==> src/rtl/sfir_pkg.sv <==
package sfir_pkg;

  // Strobes from control to datapath
  typedef struct packed {
    logic advance;   // array takes one step this cycle
    logic freshOut;  // a step was taken on the previous edge
  } sfir_strobe_t;

endpackage

==> src/rtl/sfir_cell.sv <==
module sfir_cell #(
  parameter int DATA_W = 8,
  parameter int COEF_W = 8,
  parameter int ACC_W  = 18
) (
  input  logic                     clk,
  input  logic                     rstN,
  input  logic                     advance,
  input  logic                     restart,
  input  logic signed [DATA_W-1:0] xOp,
  input  logic signed [COEF_W-1:0] wOp,
  output logic signed [ACC_W-1:0]  acc
);

  localparam int PROD_W = DATA_W + COEF_W;

  logic signed [PROD_W-1:0] product;
  logic signed [ACC_W-1:0]  prodWide;

  assign product  = xOp * wOp;
  assign prodWide = ACC_W'(product);

  // The sum stays resident; a restart drops the old sum (already taken
  // by the result chain) and seeds the next one with this step's product.
  always_ff @(posedge clk or negedge rstN) begin
    if (!rstN) begin
      acc <= '0;
    end else if (advance) begin
      acc <= restart ? prodWide : acc + prodWide;
    end
  end

endmodule

==> src/rtl/sfir_ctrl.sv <==
module sfir_ctrl
  import sfir_pkg::*;
#(
  parameter int TAPS = 4
) (
  input  logic            clk,
  input  logic            rstN,
  input  logic            sampleValid,
  input  logic            coefFirst,
  output sfir_strobe_t    strobe,
  output logic [TAPS-1:0] cellTag,
  output logic [TAPS-1:0] cellEmit
);

  // Two tag registers per cell, matching the two coefficient registers
  logic [TAPS-1:0] tagA;
  logic [TAPS-1:0] tagB;
  logic [TAPS-1:0] primed;
  logic            freshOut;

  always_ff @(posedge clk or negedge rstN) begin
    if (!rstN) begin
      tagA     <= '0;
      tagB     <= '0;
      primed   <= '0;
      freshOut <= 1'b0;
    end else begin
      freshOut <= sampleValid;
      if (sampleValid) begin
        tagA   <= {tagB[TAPS-2:0], coefFirst};
        tagB   <= tagA;
        primed <= primed | tagA;
      end
    end
  end

  always_comb begin
    strobe.advance  = sampleValid;
    strobe.freshOut = freshOut;
  end

  // The first tag only starts a sum; later tags also release one.
  assign cellTag  = tagA;
  assign cellEmit = tagA & primed;

  for (genvar j = 1; j < TAPS; j++) begin : g_order_chk
    // the tag reaches a cell only after it has passed the one before it
    p_emit_order_r5: assert property (@(posedge clk) disable iff (!rstN)
      (strobe.advance && cellEmit[j]) |-> primed[j-1]);
  end

endmodule

==> src/rtl/sfir_datapath.sv <==
module sfir_datapath
  import sfir_pkg::*;
#(
  parameter int TAPS   = 4,
  parameter int DATA_W = 8,
  parameter int COEF_W = 8,
  parameter int ACC_W  = 18
) (
  input  logic                     clk,
  input  logic                     rstN,
  input  sfir_strobe_t             strobe,
  input  logic [TAPS-1:0]          cellTag,
  input  logic [TAPS-1:0]          cellEmit,
  input  logic signed [DATA_W-1:0] sampleIn,
  input  logic signed [COEF_W-1:0] coefIn,
  output logic                     resultValid,
  output logic signed [ACC_W-1:0]  resultOut
);

  logic signed [DATA_W-1:0] xPipe     [TAPS];
  logic signed [COEF_W-1:0] wA        [TAPS];
  logic signed [COEF_W-1:0] wB        [TAPS];
  logic signed [ACC_W-1:0]  cellAcc   [TAPS];
  logic signed [ACC_W-1:0]  chainData [TAPS];
  logic [TAPS-1:0]          chainValid;

  // Samples: one register per cell. Coefficients: two registers per cell.
  // The result chain shifts toward the last cell on every step.
  always_ff @(posedge clk or negedge rstN) begin
    if (!rstN) begin
      for (int j = 0; j < TAPS; j++) begin
        xPipe[j]     <= '0;
        wA[j]        <= '0;
        wB[j]        <= '0;
        chainData[j] <= '0;
      end
      chainValid <= '0;
    end else if (strobe.advance) begin
      xPipe[0]      <= sampleIn;
      wA[0]         <= coefIn;
      wB[0]         <= wA[0];
      chainData[0]  <= cellEmit[0] ? cellAcc[0] : '0;
      chainValid[0] <= cellEmit[0];
      for (int j = 1; j < TAPS; j++) begin
        xPipe[j]      <= xPipe[j-1];
        wA[j]         <= wB[j-1];
        wB[j]         <= wA[j];
        chainData[j]  <= cellEmit[j] ? cellAcc[j] : chainData[j-1];
        chainValid[j] <= cellEmit[j] | chainValid[j-1];
      end
    end
  end

  for (genvar j = 0; j < TAPS; j++) begin : g_cell
    sfir_cell #(
      .DATA_W (DATA_W),
      .COEF_W (COEF_W),
      .ACC_W  (ACC_W)
    ) i_cell (
      .clk     (clk),
      .rstN    (rstN),
      .advance (strobe.advance),
      .restart (cellTag[j]),
      .xOp     (xPipe[j]),
      .wOp     (wA[j]),
      .acc     (cellAcc[j])
    );

    // a released slot carries the sum the cell held before restarting
    p_emit_value_r3: assert property (@(posedge clk) disable iff (!rstN)
      (strobe.advance && cellEmit[j]) |=> chainData[j] == $past(cellAcc[j]));

    if (j > 0) begin : g_slot_chk
      // a cell writes only into an empty slot of the chain
      p_slot_free_r6: assert property (@(posedge clk) disable iff (!rstN)
        (strobe.advance && cellEmit[j]) |-> !chainValid[j-1]);
    end
  end

  assign resultOut   = chainData[TAPS-1];
  assign resultValid = chainValid[TAPS-1] & strobe.freshOut;

endmodule

==> src/rtl/sfir_resident.sv <==
module sfir_resident
  import sfir_pkg::*;
#(
  parameter int TAPS   = 4,
  parameter int DATA_W = 8,
  parameter int COEF_W = 8,
  parameter int ACC_W  = DATA_W + COEF_W + $clog2(TAPS)
) (
  input  logic                     clk,
  input  logic                     rstN,
  input  logic                     sampleValid,
  input  logic signed [DATA_W-1:0] sampleIn,
  input  logic signed [COEF_W-1:0] coefIn,
  input  logic                     coefFirst,
  output logic                     resultValid,
  output logic signed [ACC_W-1:0]  resultOut
);

  sfir_strobe_t    strobe;
  logic [TAPS-1:0] cellTag;
  logic [TAPS-1:0] cellEmit;

  sfir_ctrl #(
    .TAPS (TAPS)
  ) i_ctrl (
    .clk         (clk),
    .rstN        (rstN),
    .sampleValid (sampleValid),
    .coefFirst   (coefFirst),
    .strobe      (strobe),
    .cellTag     (cellTag),
    .cellEmit    (cellEmit)
  );

  sfir_datapath #(
    .TAPS   (TAPS),
    .DATA_W (DATA_W),
    .COEF_W (COEF_W),
    .ACC_W  (ACC_W)
  ) i_datapath (
    .clk         (clk),
    .rstN        (rstN),
    .strobe      (strobe),
    .cellTag     (cellTag),
    .cellEmit    (cellEmit),
    .sampleIn    (sampleIn),
    .coefIn      (coefIn),
    .resultValid (resultValid),
    .resultOut   (resultOut)
  );

  // a flagged result is not flagged again unless a step intervened
  p_pulse_once_r9: assert property (@(posedge clk) disable iff (!rstN)
    (resultValid && !sampleValid) |=> !resultValid);

  // a stalled cycle leaves the output untouched
  p_hold_r7: assert property (@(posedge clk) disable iff (!rstN)
    !sampleValid |=> $stable(resultOut));

endmodule

==> config.mk <==
export PLATFORM = sky130hd
export DESIGN_NAME = sfir_resident
export DESIGN_NICKNAME = d
export VERILOG_FILES = /design/src/rtl/sfir_pkg.sv /design/src/rtl/sfir_cell.sv /design/src/rtl/sfir_ctrl.sv /design/src/rtl/sfir_datapath.sv /design/src/rtl/sfir_resident.sv
export SDC_FILE = /design/constraint.sdc
export NUM_CORES = 1
export LEC_CHECK = 0
export BUFFER_PORTS_ARGS = -buffer_cell sky130_fd_sc_hd__buf_2
export CORE_MARGIN = 10
export CORE_UTILIZATION = 60
export CTS_BUF_LIST = sky130_fd_sc_hd__clkbuf_8 sky130_fd_sc_hd__clkbuf_16
export DETAILED_ROUTE_END_ITERATION = 16
export GPL_TIMING_DRIVEN = 0
export PLACE_DENSITY = 0.76
export SLEW_MARGIN = 10
export SYNTH_ARGS = -nofsm -noshare
export SYNTH_HDL_FRONTEND = slang
export SYNTH_HIERARCHICAL = 1
export SYNTH_SLANG_ARGS = --single-unit
==> constraint.sdc <==
create_clock -name clk -period 9 [get_ports clk]
set_input_delay 1.8 -clock clk [delete_from_list [all_inputs] [get_ports clk]]
set_output_delay 1.8 -clock clk [all_outputs]
set_load 0.01 [all_outputs]
==> out/results.tsv <==
stage	metric	value	unit
die	cell row count	73	
die	Die Span Y	220	um
synth	asr flop ratio synth	1.00	
min_path	Hold Crit Start	i_ctrl/primed[0]	
drt	Avg WL per Cell	17.9	um
clocking	Worst-Skew Late Latency	0.56	ns
synth	post-synthesis mux area share	0.0889	
clocking	H-tree Lvls	1	
die	core area	39500	um^2
worst_setup_path	crit path max fanout	10	
drt	Via density	5.66	
clocking	CTS tree	built	
synth	Mapped Area	23900	um^2
synth	complex-gate fraction of the synthesized area	0.125	
die	starting density of the core	0.605	
worst_setup_path	largest stage delay on the critical path	0.56	ns
run	number of max-cap violations	0	
min_path	hold path endpoint	i_ctrl/primed[0]	
grt	initial antenna violation count	0	
die	DIE AREA	48300	um^2
final_layout	n_diodes	0	
sta	RSZ-0062 raised after global routing	no	
die	I/O pins	39	
synth	synthesized area per cell	9.78	um^2
worst_setup_path	crit end category	flop	
synth	post-synth cell types	81	
synth	largest area contributor in the netlist	dfrtp_1	
final_layout	Layout Nets	2945	
place	DP Wirelength	43.2	mm
final_layout	Layout area overhead	7.89	%
worst_setup_path	Req. time, crit path	9.45	ns
place	gpl congestion	0.933	
drt	DRC errors left	0	
sta	fmax	0.142	GHz
grt	All-Layer GR Usage	0.234	
sta	worst-margin pin slew	0.681	ns
grt	GRT overflow	0	
synth	top_reg_cell synth	dfrtp_1	
worst_setup_path	reg2reg end	i_datapath/g_cell[1].i_cell/acc[17]	
drt	number of DRC markers in iteration 0	1138	
final_layout	most common cell after layout, fill and taps aside	inv_1	
clocking	hold_buf cts	0	
clocking	clock transition time at the flip-flop clock pins of the worst setup and hold paths	0.06	ns
clocking	root buffer cell	clkbuf_16	
clocking	CTS Sinks	248	
grt	vias in the first global route	18400	
synth	Ys Warns	6	
clocking	deepest clock path buffer count	3	
grt	global-route wire length before repair	91.9	mm
synth	simple-gate share of the synthesized area	0.118	
drt	via count	17300	
sta	final worst-path cycle share	0.785	
worst_setup_path	R2R Setup Slk	1.94	ns
synth	combinational family with the most area after synthesis	adder cells	
clocking	Post CTS Setup Buffer Count	0	
synth	Synth area leaders	dfrtp_1 26%, fa_1 19%, ha_1 9.6%	
sta	hold slack	0.453	ns
place	port buffer count	38	
worst_setup_path	crit path DAT	7.51	ns
sta	Slew HR	0.546	
synth	Adder-Cell Fraction of Synth Area	0.284	
grt	largest net degree at the start of global routing	109	
worst_setup_path	Crit. Startpoint	i_datapath/xPipe[19]	
synth	Syn Inst Count	2447	
synth	Post-synth EDFFs	0	
worst_setup_path	Reg2Reg Depth	24	
worst_setup_path	Buf/Inv on CP	4	
clocking	# resized after CTS	0	
die	Die X	220	um
sta	skew final	0.00949	ns
synth	net count after synthesis	2875	
min_path	Worst Hold Class	reg2reg	
worst_setup_path	CP max stage cell	dfrtp_1	
final_layout	most frequent cells in the layout	388 x inv_1, 248 x dfrtp_1, 224 x fa_1, 190 x nor2_1	
final_layout	layout cells sized above 1	0.112	
place	pre-CTS WS	2.03	ns
worst_setup_path	WS Path Type	reg2reg	
synth	Yosys reg bits	248	
worst_setup_path	crit path cell chain	and2_1 > fa_1 > inv_1 > fa_1 > inv_1 > fa_1 > inv_1 > fa_1 > inv_1 > ha_1 > o21ai_0 > nor2_1 > or4_1 > a31oi_2 > o21ai_1 > xor2_1 > ha_1 > a21o_1 > a211oi_1 > nand3_1 > o21ai_0 > mux2i_1 > mux2i_1 > a221o_1	
outcome	status	completed	
final_layout	Post-Route Utilization	0.653	
worst_setup_path	Reg-to-Reg Start	i_datapath/xPipe[19]	
drt	drt first pass iters	5	
sta	setup_tns	0	ns
worst_setup_path	CP top delay family	adder cells	
synth	Synth Area in XOR/XNOR	0.0413	
synth	top-area cell type share of the netlist area	0.259	
sta	minimum clock period	7.06	ns
sta	max-slew violation count	0	
synth	Seq/Total Area, Yosys	0.259	
sta	Hold Fails Final Rpt	0	
sta	fin worst setup slack	1.94	ns
drt	ANT nets after route	0	
worst_setup_path	Critical Path Source Type	flop	
drt	Post-Route WL	54.9	mm
min_path	Hold Crit Depth	1	
clocking	Num CTS Buffers	28	
sta	Final setup viols	0	
[how the worst max path moves through the flow]
stage	endpoint	cells after the start	slack [ns]
2_1_floorplan	i_datapath/g_cell[1].i_cell/acc[17]	24	2.90
5_1_grt	i_datapath/g_cell[1].i_cell/acc[17]	23	1.62
6_report	i_datapath/g_cell[1].i_cell/acc[17]	24	1.94
3_3_place_gp	i_datapath/resultOut[9]	1	1.73
3_5_place_dp	i_datapath/g_cell[1].i_cell/acc[17]	24	2.03
4_1_cts	i_datapath/g_cell[1].i_cell/acc[17]	24	1.99
[cell usage after synthesis (4+ instances only)]
cell type	instances
a21o_1	34
and2_1	177
a31o_2	4
buf_6	17
xnor2_1	75
o21ai_1	16
dfrtp_1	248
a31oi_1	17
o211a_1	5
and3_1	8
a221o_1	8
o211ai_1	15
a21oi_2	5
nand2b_1	16
xor2_1	36
nor3_1	15
nand2_1	113
a211oi_2	6
mux2_4	61
o21bai_1	9
clkbuf_1	22
o21a_1	18
nor2b_1	12
a21oi_1	184
a211oi_1	15
buf_2	14
nor2_1	190
or3_1	4
mux2i_1	76
mux2_2	40
o21ai_0	53
ha_1	184
a211o_1	8
a21o_2	6
fa_1	224
inv_1	385
nand3_1	30
o221ai_1	7
buf_4	24
buf_1	6
[routing by layer]
metal,vias up,global-route usage,part of all wire
li1,8187,-,-
met1,8633,0.288,0.41
met2,393,0.408,0.50
met3,125,0.0314,0.045
met4,0,0.0931,0.040
met5,-,0,0
[flip-flops by register name, summed over array words and instances, names as in the netlist]
register	cells
i_ctrl/cellTag	4
i_ctrl/freshOut	1
i_ctrl/primed	4
i_ctrl/tagB	3
i_datapath/chainData	54
i_datapath/chainValid	4
i_datapath/g_cell.i_cell/acc	72
i_datapath/resultOut	18
i_datapath/wA	32
i_datapath/wB	24
i_datapath/xPipe	32
[kinds of logic (layout without fill, tap and decap cells)]
logic type               count (synthesis)  in the layout
AND/OR/NAND/NOR                        579            579
AO/OA/AOI/OAI                          454            454
multiplexers                           177            177
buffers and inverters                  469            558
adder cells (fa/ha/maj)                408            408
XOR/XNOR                               112            112
flip-flops                             248            248
[through the flow]
stage / instance area [um^2] / std cells
6_report: 25800 / 3061
5_1_grt: 25800 / 3061
4_1_cts: 25800 / 3061
3_5_place_dp: 24800 / 3012
3_3_place_gp: 24800 / 3010
2_1_floorplan: 23900 / 2447
[final cells by class]
| class | count | area (um^2) |
|---|---|---|
| tap | 525 | 657 |
| multi-input combinational | 1730 | 15700 |
| clock buffer | 33 | 769 |
| sequential | 248 | 6210 |
| buffer | 83 | 547 |
| inverter | 386 | 1450 |
| timing repair buffer | 40 | 255 |
| clock inverter | 16 | 205 |
| fill | 3182 | 13700 |
Power is not shown: default switching activity piles up to over one toggle a cycle in this logic, so the estimate is an artifact.
